File: src/rtl/snc_pkg.sv
// Shared types for the snooping cache controller.
// Assumes a 2-bit bus command field decoded identically by all caches.
package snc_pkg;
    typedef enum logic [1:0] {
        BUS_IDLE   = 2'd0,
        BUS_RDMISS = 2'd1,
        BUS_WRINV  = 2'd2
    } bus_cmd_e;

    typedef enum logic [1:0] {
        ST_IDLE = 2'd0,
        ST_BUS  = 2'd1,
        ST_RESP = 2'd2
    } ctl_state_e;
endpackage

File: src/rtl/snc_line_store.sv
// Direct-mapped line storage: valid bit, tag and data per line.
// Two read ports (local lookup and snoop lookup), one fill port, one
// invalidate port. A fill and an invalidate to the same line on one edge
// cannot occur on a correct bus; should it happen, the fill wins.
module snc_line_store #(
    parameter int IW = 2,
    parameter int TW = 6,
    parameter int DW = 8
) (
    input  logic          clk,
    input  logic          rst_n,
    input  logic [IW-1:0] lk_idx,
    output logic          lk_valid,
    output logic [TW-1:0] lk_tag,
    output logic [DW-1:0] lk_data,
    input  logic [IW-1:0] sn_idx,
    output logic          sn_valid,
    output logic [TW-1:0] sn_tag,
    input  logic          fill_en,
    input  logic [IW-1:0] fill_idx,
    input  logic [TW-1:0] fill_tag,
    input  logic [DW-1:0] fill_data,
    input  logic          inv_en,
    input  logic [IW-1:0] inv_idx
);
    localparam int LINES = 1 << IW;

    logic          valid_q [LINES];
    logic [TW-1:0] tag_q   [LINES];
    logic [DW-1:0] data_q  [LINES];

    for (genvar g = 0; g < LINES; g++) begin : g_line
        // Per-line state: snoop invalidate, then local fill.
        always_ff @(posedge clk) begin
            if (!rst_n) begin
                valid_q[g] <= 1'b0;
                tag_q[g]   <= '0;
                data_q[g]  <= '0;
            end else begin
                if (inv_en && inv_idx == IW'(g)) valid_q[g] <= 1'b0;
                if (fill_en && fill_idx == IW'(g)) begin
                    valid_q[g] <= 1'b1;
                    tag_q[g]   <= fill_tag;
                    data_q[g]  <= fill_data;
                end
            end
        end
    end

    // Lookup ports are purely combinational.
    always_comb begin
        lk_valid = valid_q[lk_idx];
        lk_tag   = tag_q[lk_idx];
        lk_data  = data_q[lk_idx];
        sn_valid = valid_q[sn_idx];
        sn_tag   = tag_q[sn_idx];
    end
endmodule

File: src/rtl/snc_snoop.sv
// Snoop filter: decides whether the transaction currently on the shared
// bus must invalidate one of this cache's lines. Only peer write-invalidates
// count; the cache's own granted transaction is never snooped.
module snc_snoop #(
    parameter int AW = 8,
    parameter int IW = 2
) (
    input  logic [1:0]       snp_cmd,
    input  logic [AW-1:0]    snp_addr,
    input  logic             own_gnt,
    output logic [IW-1:0]    sn_idx,
    input  logic             sn_valid,
    input  logic [AW-IW-1:0] sn_tag,
    output logic             inv_en
);
    import snc_pkg::*;

    // Tag compare on the line the bus address indexes.
    always_comb begin
        sn_idx = snp_addr[IW-1:0];
        inv_en = (bus_cmd_e'(snp_cmd) == BUS_WRINV) && !own_gnt
                 && sn_valid && (sn_tag == snp_addr[AW-1:IW]);
    end
endmodule

File: src/rtl/snc_ctrl_fsm.sv
// Request sequencer: IDLE takes a processor request, BUS waits for the
// grant and issues the transaction, RESP signals completion for one cycle.
// Assumes the processor holds its request steady until completion.
module snc_ctrl_fsm (
    input  logic clk,
    input  logic rst_n,
    input  logic cpu_req,
    input  logic cpu_we,
    input  logic lk_hit,
    input  logic conflict,
    input  logic bus_gnt,
    output logic in_bus,
    output logic in_resp,
    output logic hit_take,
    output logic issue
);
    import snc_pkg::*;

    ctl_state_e state_q, state_d;

    // Hit decision and bus issue strobes.
    always_comb begin
        hit_take = (state_q == ST_IDLE) && cpu_req && !cpu_we && lk_hit && !conflict;
        issue    = (state_q == ST_BUS) && bus_gnt;
        in_bus   = (state_q == ST_BUS);
        in_resp  = (state_q == ST_RESP);
    end

    // Next-state selection.
    always_comb begin
        state_d = state_q;
        unique case (state_q)
            ST_IDLE: if (cpu_req) state_d = hit_take ? ST_RESP : ST_BUS;
            ST_BUS:  if (bus_gnt) state_d = ST_RESP;
            ST_RESP: state_d = ST_IDLE;
            default: state_d = ST_IDLE;
        endcase
    end

    // State register.
    always_ff @(posedge clk) begin
        if (!rst_n) state_q <= ST_IDLE;
        else        state_q <= state_d;
    end

    AST_REQ_HOLD: assert property (@(posedge clk) disable iff (!rst_n)
        (in_bus && !bus_gnt) |=> in_bus);
    AST_CONFLICT_MISS: assert property (@(posedge clk) disable iff (!rst_n)
        (state_q == ST_IDLE && cpu_req && !cpu_we && conflict) |=> in_bus);
endmodule

File: src/rtl/snoop_cache_ctrl.sv
// Write-through, write-invalidate snooping cache controller for one
// direct-mapped cache. Reads hit locally or fetch from memory over the bus;
// writes always go over the bus, updating memory and invalidating peers.
// Assumes an external fixed-priority arbiter, memory data returned in the
// granted cycle, and snp_* carrying whatever is on the shared bus.
module snoop_cache_ctrl #(
    parameter int AW = 8,
    parameter int DW = 8,
    parameter int IW = 2
) (
    input  logic          clk,
    input  logic          rst_n,
    input  logic          cpu_req,
    input  logic          cpu_we,
    input  logic [AW-1:0] cpu_addr,
    input  logic [DW-1:0] cpu_wdata,
    output logic [DW-1:0] cpu_rdata,
    output logic          cpu_done,
    output logic          bus_req,
    input  logic          bus_gnt,
    output logic [1:0]    bus_cmd,
    output logic [AW-1:0] bus_addr,
    output logic [DW-1:0] bus_wdata,
    input  logic [1:0]    snp_cmd,
    input  logic [AW-1:0] snp_addr,
    input  logic [DW-1:0] mem_rdata
);
    import snc_pkg::*;

    localparam int TW = AW - IW;

    logic [IW-1:0] cpu_idx, sn_idx;
    logic [TW-1:0] cpu_tag, lk_tag, sn_tag;
    logic          lk_valid, sn_valid, lk_hit, inv_en, conflict;
    logic [DW-1:0] lk_data, fill_data, rdata_q;
    logic          in_bus, in_resp, hit_take, issue;

    // Address split and hit/conflict detection.
    always_comb begin
        cpu_idx   = cpu_addr[IW-1:0];
        cpu_tag   = cpu_addr[AW-1:IW];
        lk_hit    = lk_valid && (lk_tag == cpu_tag);
        conflict  = inv_en && (sn_idx == cpu_idx);
        fill_data = cpu_we ? cpu_wdata : mem_rdata;
    end

    snc_line_store #(.IW(IW), .TW(TW), .DW(DW)) u_store (
        .clk      (clk),
        .rst_n    (rst_n),
        .lk_idx   (cpu_idx),
        .lk_valid (lk_valid),
        .lk_tag   (lk_tag),
        .lk_data  (lk_data),
        .sn_idx   (sn_idx),
        .sn_valid (sn_valid),
        .sn_tag   (sn_tag),
        .fill_en  (issue),
        .fill_idx (cpu_idx),
        .fill_tag (cpu_tag),
        .fill_data(fill_data),
        .inv_en   (inv_en),
        .inv_idx  (sn_idx)
    );

    snc_snoop #(.AW(AW), .IW(IW)) u_snoop (
        .snp_cmd (snp_cmd),
        .snp_addr(snp_addr),
        .own_gnt (bus_gnt),
        .sn_idx  (sn_idx),
        .sn_valid(sn_valid),
        .sn_tag  (sn_tag),
        .inv_en  (inv_en)
    );

    snc_ctrl_fsm u_fsm (
        .clk     (clk),
        .rst_n   (rst_n),
        .cpu_req (cpu_req),
        .cpu_we  (cpu_we),
        .lk_hit  (lk_hit),
        .conflict(conflict),
        .bus_gnt (bus_gnt),
        .in_bus  (in_bus),
        .in_resp (in_resp),
        .hit_take(hit_take),
        .issue   (issue)
    );

    // Bus drive: only while granted.
    always_comb begin
        bus_req   = in_bus;
        bus_cmd   = issue ? (cpu_we ? BUS_WRINV : BUS_RDMISS) : BUS_IDLE;
        bus_addr  = issue ? cpu_addr : '0;
        bus_wdata = (issue && cpu_we) ? cpu_wdata : '0;
    end

    // Read data capture on hit or on the granted bus cycle.
    always_ff @(posedge clk) begin
        if (!rst_n)        rdata_q <= '0;
        else if (hit_take) rdata_q <= lk_data;
        else if (issue)    rdata_q <= fill_data;
    end

    assign cpu_rdata = rdata_q;
    assign cpu_done  = in_resp;

    AST_DONE_PULSE: assert property (@(posedge clk) disable iff (!rst_n)
        cpu_done |=> !cpu_done);
    AST_WRITE_DONE: assert property (@(posedge clk) disable iff (!rst_n)
        (bus_gnt && bus_cmd == BUS_WRINV) |=> cpu_done);
    AST_WRITE_USES_BUS: assert property (@(posedge clk) disable iff (!rst_n)
        ($rose(cpu_done) && !$past(bus_req)) |-> !cpu_we);
    AST_CMD_IDLE_NO_GNT: assert property (@(posedge clk) disable iff (!rst_n)
        !bus_gnt |-> (bus_cmd == BUS_IDLE));
endmodule

File: config.mk
export PLATFORM = sky130hd
export DESIGN_NAME = snoop_cache_ctrl
export DESIGN_NICKNAME = d
export VERILOG_FILES = /design/src/rtl/snc_pkg.sv /design/src/rtl/snc_line_store.sv /design/src/rtl/snc_snoop.sv /design/src/rtl/snc_ctrl_fsm.sv /design/src/rtl/snoop_cache_ctrl.sv
export SDC_FILE = /design/constraint.sdc
export NUM_CORES = 1
export LEC_CHECK = 0
export BUFFER_PORTS_ARGS = -buffer_cell sky130_fd_sc_hd__buf_2
export CAP_MARGIN = 20
export CORE_ASPECT_RATIO = 0.7
export CORE_MARGIN = 5
export CORE_UTILIZATION = 41
export CTS_BUF_LIST = sky130_fd_sc_hd__clkbuf_4 sky130_fd_sc_hd__clkbuf_8
export DETAILED_ROUTE_END_ITERATION = 10
export PLACE_DENSITY = 0.68
export SLEW_MARGIN = 30
export SYNTH_ARGS = -nofsm -noshare
export SYNTH_HDL_FRONTEND = slang
export SYNTH_SLANG_ARGS = --single-unit
File: constraint.sdc
create_clock -name clk -period 3.9 [get_ports clk]
set_input_delay 0.78 -clock clk [delete_from_list [all_inputs] [get_ports clk]]
set_output_delay 0.78 -clock clk [all_outputs]
set_load 0.01 [all_outputs]
Word-level counts from Yosys, hierarchy flattened
Memory sizes are Yosys's and may differ from the RTL's.
Index checks and enable logic that the tools add are counted.
{"block": "op_classes", "eq_ne": 14, "n_mux": 52, "n_bitwise": 16, "reduce_logical": 27}
{"operator": "$mux W8", "n": 9}
{"operator": "$mux W1", "n": 33}
{"operator": "$mux W6", "n": 4}
{"operator": "$logic_and A1 B1 Y1", "n": 19}
{"operator": "$or A1 B1 Y1", "n": 16}
{"operator": "$eq A2 B2 Y1 const B", "n": 6}
{"operator": "$eq A6 B6 Y1", "n": 2}
{"operator": "$mux W2", "n": 5}
{"operator": "$eq A2 B1 Y1 const B", "n": 3}
{"operator": "$logic_not A2 Y1", "n": 3}
{"operator": "$pmux W2 S2", "n": 1}
{"operator": "$logic_not A1 Y1", "n": 3}
{"operator": "$eq A2 B2 Y1", "n": 1}
{"operator": "$ne A2 B1 Y1 const B", "n": 1}
{"operator": "$ne A2 B2 Y1 const B", "n": 1}
{"operator": "$reduce_and A2 Y1", "n": 1}
{"operator": "$reduce_bool A2 Y1", "n": 1}
{"block": "word_totals", "regBits": 10, "ram_bits": 60, "in_bits": 39, "output_inout_bits": 28, "wordCells": 114, "n_memories": 3}
{"memory": "u_store.data_q", "depth": 4, "width": 8, "rd": 1, "rd_ports_with_merged_regs": 0, "wr": 4, "line_no": "snc_line_store.sv:30", "source": "logic [DW-1:0] data_q [LINES];"}
{"memory": "u_store.tag_q", "depth": 4, "width": 6, "rd": 2, "rd_ports_with_merged_regs": 0, "wr": 4, "line_no": "snc_line_store.sv:29", "source": "logic [TW-1:0] tag_q [LINES];"}
{"memory": "u_store.valid_q", "depth": 4, "width": 1, "rd": 2, "rd_ports_with_merged_regs": 0, "wr": 4, "line_no": "snc_line_store.sv:28", "source": "logic valid_q [LINES];"}

Logic depth before layout (Yosys ltp)
{"block": "logic_depth", "ltp_word": 10, "mapped_depth": 9, "depth_no_buf": 7}

Hierarchy
Synthesis repeated with hierarchy kept, for this count alone.
{"block": "unflattened", "cells_unflattened": 281, "area_unflattened_um2": 3908.7}
{"mod": "snc_line_store", "instances": 1, "cells_per_inst": 169, "area_per_inst_um2": 2879.0, "seq_area_each_um2": 1791.7}
{"mod": "snoop_cache_ctrl", "instances": 1, "cells_per_inst": 87, "area_per_inst_um2": 784.5, "seq_area_each_um2": 160.2}
{"mod": "snc_ctrl_fsm", "instances": 1, "cells_per_inst": 14, "area_per_inst_um2": 147.6, "seq_area_each_um2": 40.0}
{"mod": "snc_snoop", "instances": 1, "cells_per_inst": 11, "area_per_inst_um2": 97.6, "seq_area_each_um2": 0.0}

Worst setup path after synthesis
Ideal clock, no wire load.
{"block": "synth_timing", "kind": "input -> register", "startpoint": "input port cpu_addr[1]", "endpoint": "memory u_store.valid_q[0], enable pin", "setup_time_ps": 296, "t_arrival_ps": 2804, "required_time_ps": 3604, "slack_ps": 800, "stages": 5, "path_buffers": 3, "path_cell_list": "buf_2 buf_2 buf_1 o31ai_1 a31o_2"}
{"element": "start: declaration", "line_no": "snoop_cache_ctrl.sv:15", "source": "input logic [AW-1:0] cpu_addr,"}
{"element": "end: declaration", "line_no": "snc_line_store.sv:28"}

Worst setup path after layout
{"block": "layout_timing", "startpoint": "register u_fsm.state_q[0]", "endpoint": "output port bus_wdata[3]"}
{"block": "layout_between", "elab_chain_cells": 4}
{"element": "start: declaration", "line_no": "snc_ctrl_fsm.sv:19", "source": "ctl_state_e state_q, state_d;"}
{"element": "start signal: assignment", "line_no": "snc_ctrl_fsm.sv:43", "source": "else state_q <= state_d;"}
{"element": "$eq A2 B1 Y1", "line_no": "snc_ctrl_fsm.sv:24", "source": "issue = (state_q == ST_BUS) && bus_gnt;"}
{"element": "$logic_and A1 B1 Y1", "line_no": "snc_ctrl_fsm.sv:24"}
{"element": "$logic_and A1 B1 Y1", "line_no": "snoop_cache_ctrl.sv:94", "source": "bus_wdata = (issue && cpu_we) ? cpu_wdata : '0;"}
{"element": "$mux W8", "line_no": "snoop_cache_ctrl.sv:94"}
{"element": "end: declaration", "line_no": "snoop_cache_ctrl.sv:23", "source": "output logic [DW-1:0] bus_wdata,"}
No other way between the ends.

==> impl_metrics.json <==
{
  "start_util_pct": 41.82,
  "grt_first_pass_wirelength_um": 14680,
  "path_clk_slew_ns": 0.07,
  "postLayoutCellArea_mm2": 0.004384,
  "cts.sinks": 70,
  "synth-compound-area-share_pct": 4.920,
  "internal_power_uw": 1289,
  "fin_skew_ns": 0.007974,
  "yosysSeqAreaShare_pct": 52.93,
  "place_ws_ns": 0.8430,
  "cts-root-buf": "clkbuf_8",
  "rsz0062_at_grt": "no",
  "routed_wl_um": 9271,
  "synth_edf_count": 59,
  "dpl.hpwl_um": 6471,
  "synth_xor_xnor_area_share_pct": 4.189,
  "crit_type": "register to primary output",
  "period_share_pct": 79.85,
  "ys.warnings.count": 0,
  "synth.most_common_cell": "edfxtp_1",
  "antenna_found_initial": 0,
  "cts_made_buffers": 9,
  "total_power_uw": 1707,
  "p_leak_uw": 0.001888,
  "synthArstFlopShare_pct": 0,
  "vdd_drop_max_mv": 0.1591,
  "hp-class": "register to register",
  "hold_viol": 0,
  "synth_area_leaders": "edfxtp_1 47%, mux2i_1 7.4%, mux4_2 6.6%, dfxtp_1 5.9%, and2_1 4.2%",
  "routabilityCongestion": 0.8316,
  "swShare_pct": 24.48,
  "drtAntennaViolNets": 0,
  "synth.top_cell.area_share_pct": 47.07,
  "synth_fp_nets": 344,
  "yosys-top-cells-count": "59 x edfxtp_1, 39 x nor2_1, 28 x mux2i_1",
  "maxSlewHeadroom_pct": 45.69,
  "cellPowerDensity_mw_per_mm2": 389.3,
  "status": "finished clean",
  "die_h_um": 90.16,
  "syn_area_mm2": 0.003764,
  "num_vias": 2679,
  "pwr-share-seq_pct": 50.3,
  "slew_viol_final": 0,
  "post_cts_resized": 0,
  "die_area_mm2": 0.01123,
  "yosys.area_share.simple_pct": 16.26,
  "avgViaCountPerCell": 5.390,
  "drt-pass1-iter-count": 5,
  "die_w_um": 124.5,
  "p_switching_uw": 417.8,
  "power_frac_clock_pct": 37.1,
  "first_global_vias": 2694,
  "syn_area_per_cell_um2": 12.34,
  "fin_crit_ns": 3.114,
  "yosysUniqueCellTypes": 39,
  "insertedDiodeCount": 0,
  "synthFlopType": "edfxtp_1",
  "arrival_ns": 2.33,
  "dpl_cell_area_mm2": 0.004172,
  "grt_max_degree": 30,
  "fin_tns_setup_ns": 0,
  "first_iter_violations": 229,
  "worstMarginPinSlew_ns": 0.8098,
  "synth_seq_cells": 70,
  "synthAdderAreaFrac_pct": 0,
  "drive_gt1_share_pct": 28.69,
  "fin_util_pct": 48.72,
  "drc": 0,
  "cts_buffer_depth": 2,
  "maxCapViolations": 0,
  "worst_skew_pair.late_latency_ns": 0.34,
  "avgRoutedWirePerCell_um": 18.65,
  "path_max_fanout": 23,
  "worst_slack_ns": 0.7858,
  "grt_overflow_total": 0,
  "p_comb_share_pct": 12.6,
  "synth_cells": 305,
  "num_rows": 29,
  "syn2layout_area_growth_pct": 16.49,
  "cts_setup_buffers": 0,
  "cts_tree": "done",
  "synth_top_family_by_area": "multiplexers",
  "synthDominantAreaCellType": "edfxtp_1",
  "fmax_ghz": 0.3211,
  "required_ns": 3.12,
  "port_buffers": 66,
  "h-tree-depth": 3,
  "io-pin-count": 67,
  "finalSetupViolations": 0,
  "grt_use_total_pct": 16.70,
  "nets": 407,
  "cp-end-kind": "primary output",
  "cts_hold_buf": 0,
  "design.core.area_mm2": 0.008999,
  "synth_mux_area_share_pct": 17.52,
  "cp-start-kind": "register"
}
==> registers in the layout (all words and copies together), names as in the netlist <==
name	count
u_store.tag_q	24
u_store.data_q	32
u_store.valid_q	4
cpu_rdata	8
u_fsm.state_q	2
==> worst paths after layout <==
| path | end | slack [ns] | cells after the start | start |
|---|---|---|---|---|
| min reg2reg | u_store.valid_q[2] | 0.50 | 2 | u_store.valid_q[2] |
| max | bus_wdata[3] | 0.79 | 5 | u_fsm.state_q[0] |
| max reg2reg | u_store.tag_q[3][4] | 1.15 | 7 | u_fsm.state_q[0] |
| min | u_store.valid_q[2] | 0.50 | 2 | u_store.valid_q[2] |
==> power by group through the flow <==
stage / clock network [µW] / registers (µW) / logic [µW]
floorplan: 0 / 872 / 142
global placement: 0 / 874 / 211
detailed placement: 0 / 874 / 214
CTS: 640 / 858 / 216
global route: 673 / 861 / 233
finish: 633 / 858 / 216
==> area by class of cell <==
class / count / area, µm²
sequential: 70 / 1992
fill: 829 / 4614
tap: 124 / 155.1
timing repair buffer: 72 / 375.4
clock buffer: 9 / 123.9
inverter: 8 / 30.03
multi-input combinational: 207 / 1619
clock inverter: 7 / 88.84
==> logic make-up (layout without fill, tap and decap cells) <==
group	count (synthesis)	after routing
flip-flops	70	70
XOR/XNOR	18	18
AND/OR/NAND/NOR	121	121
AO/OA/AOI/OAI	24	24
multiplexers	44	44
buffers and inverters	28	96
==> metrics by stage <==
stage / instances / hold WS (ns)
floorplan: 305 / 0.4561
global placement: 481 / 0.4757
detailed placement: 481 / 0.4882
CTS: 497 / 0.4989
global route: 497 / 0.5151
finish: 497 / 0.5008
==> placed cells by master, fill, tap and decap left out, types with 2 or more instances in the layout <==
cell        synthesis  final
mux2i_1            28     28
xnor2_1            15     15
o21ai_0             4      2
clkinv_2            0      2
mux4_2             11     11
inv_1               8      8
edfxtp_1           59     59
nor2_1             39     39
clkinvlp_4          0      2
and3_1             15     15
nand2_1            23     23
buf_4               1      6
dfxtp_1            11     11
nor3_1              2      2
nor3_2              2      2
nand3_1             7      7
bufinv_16           0      2
a31o_2              3      3
clkbuf_8            0      9
o21ai_1             0      2
o211ai_1            9      9
mux4_1              5      5
buf_2               2     66
nor2b_1             2      2
and2_1             25     25
xor2_1              3      3
==> layer usage <==
metal / up-vias / wire length [µm] / GRT usage, %
met5: - / 0 / 0
met1: 1324 / 3887 / 21.72
met4: 0 / 126 / 5.566
li1: 1241 / - / -
met3: 13 / 665 / 5.628
met2: 101 / 4592 / 26.30
==> critical path, stage by stage, from the launching register on <==
cell and delay [ns]:
dfxtp_1 0.40, nor2b_1 0.63, and2_1 0.36, buf_4 0.29
and3_1 0.18, buf_2 0.13
Note: power is estimated with default switching activity, not from simulation.
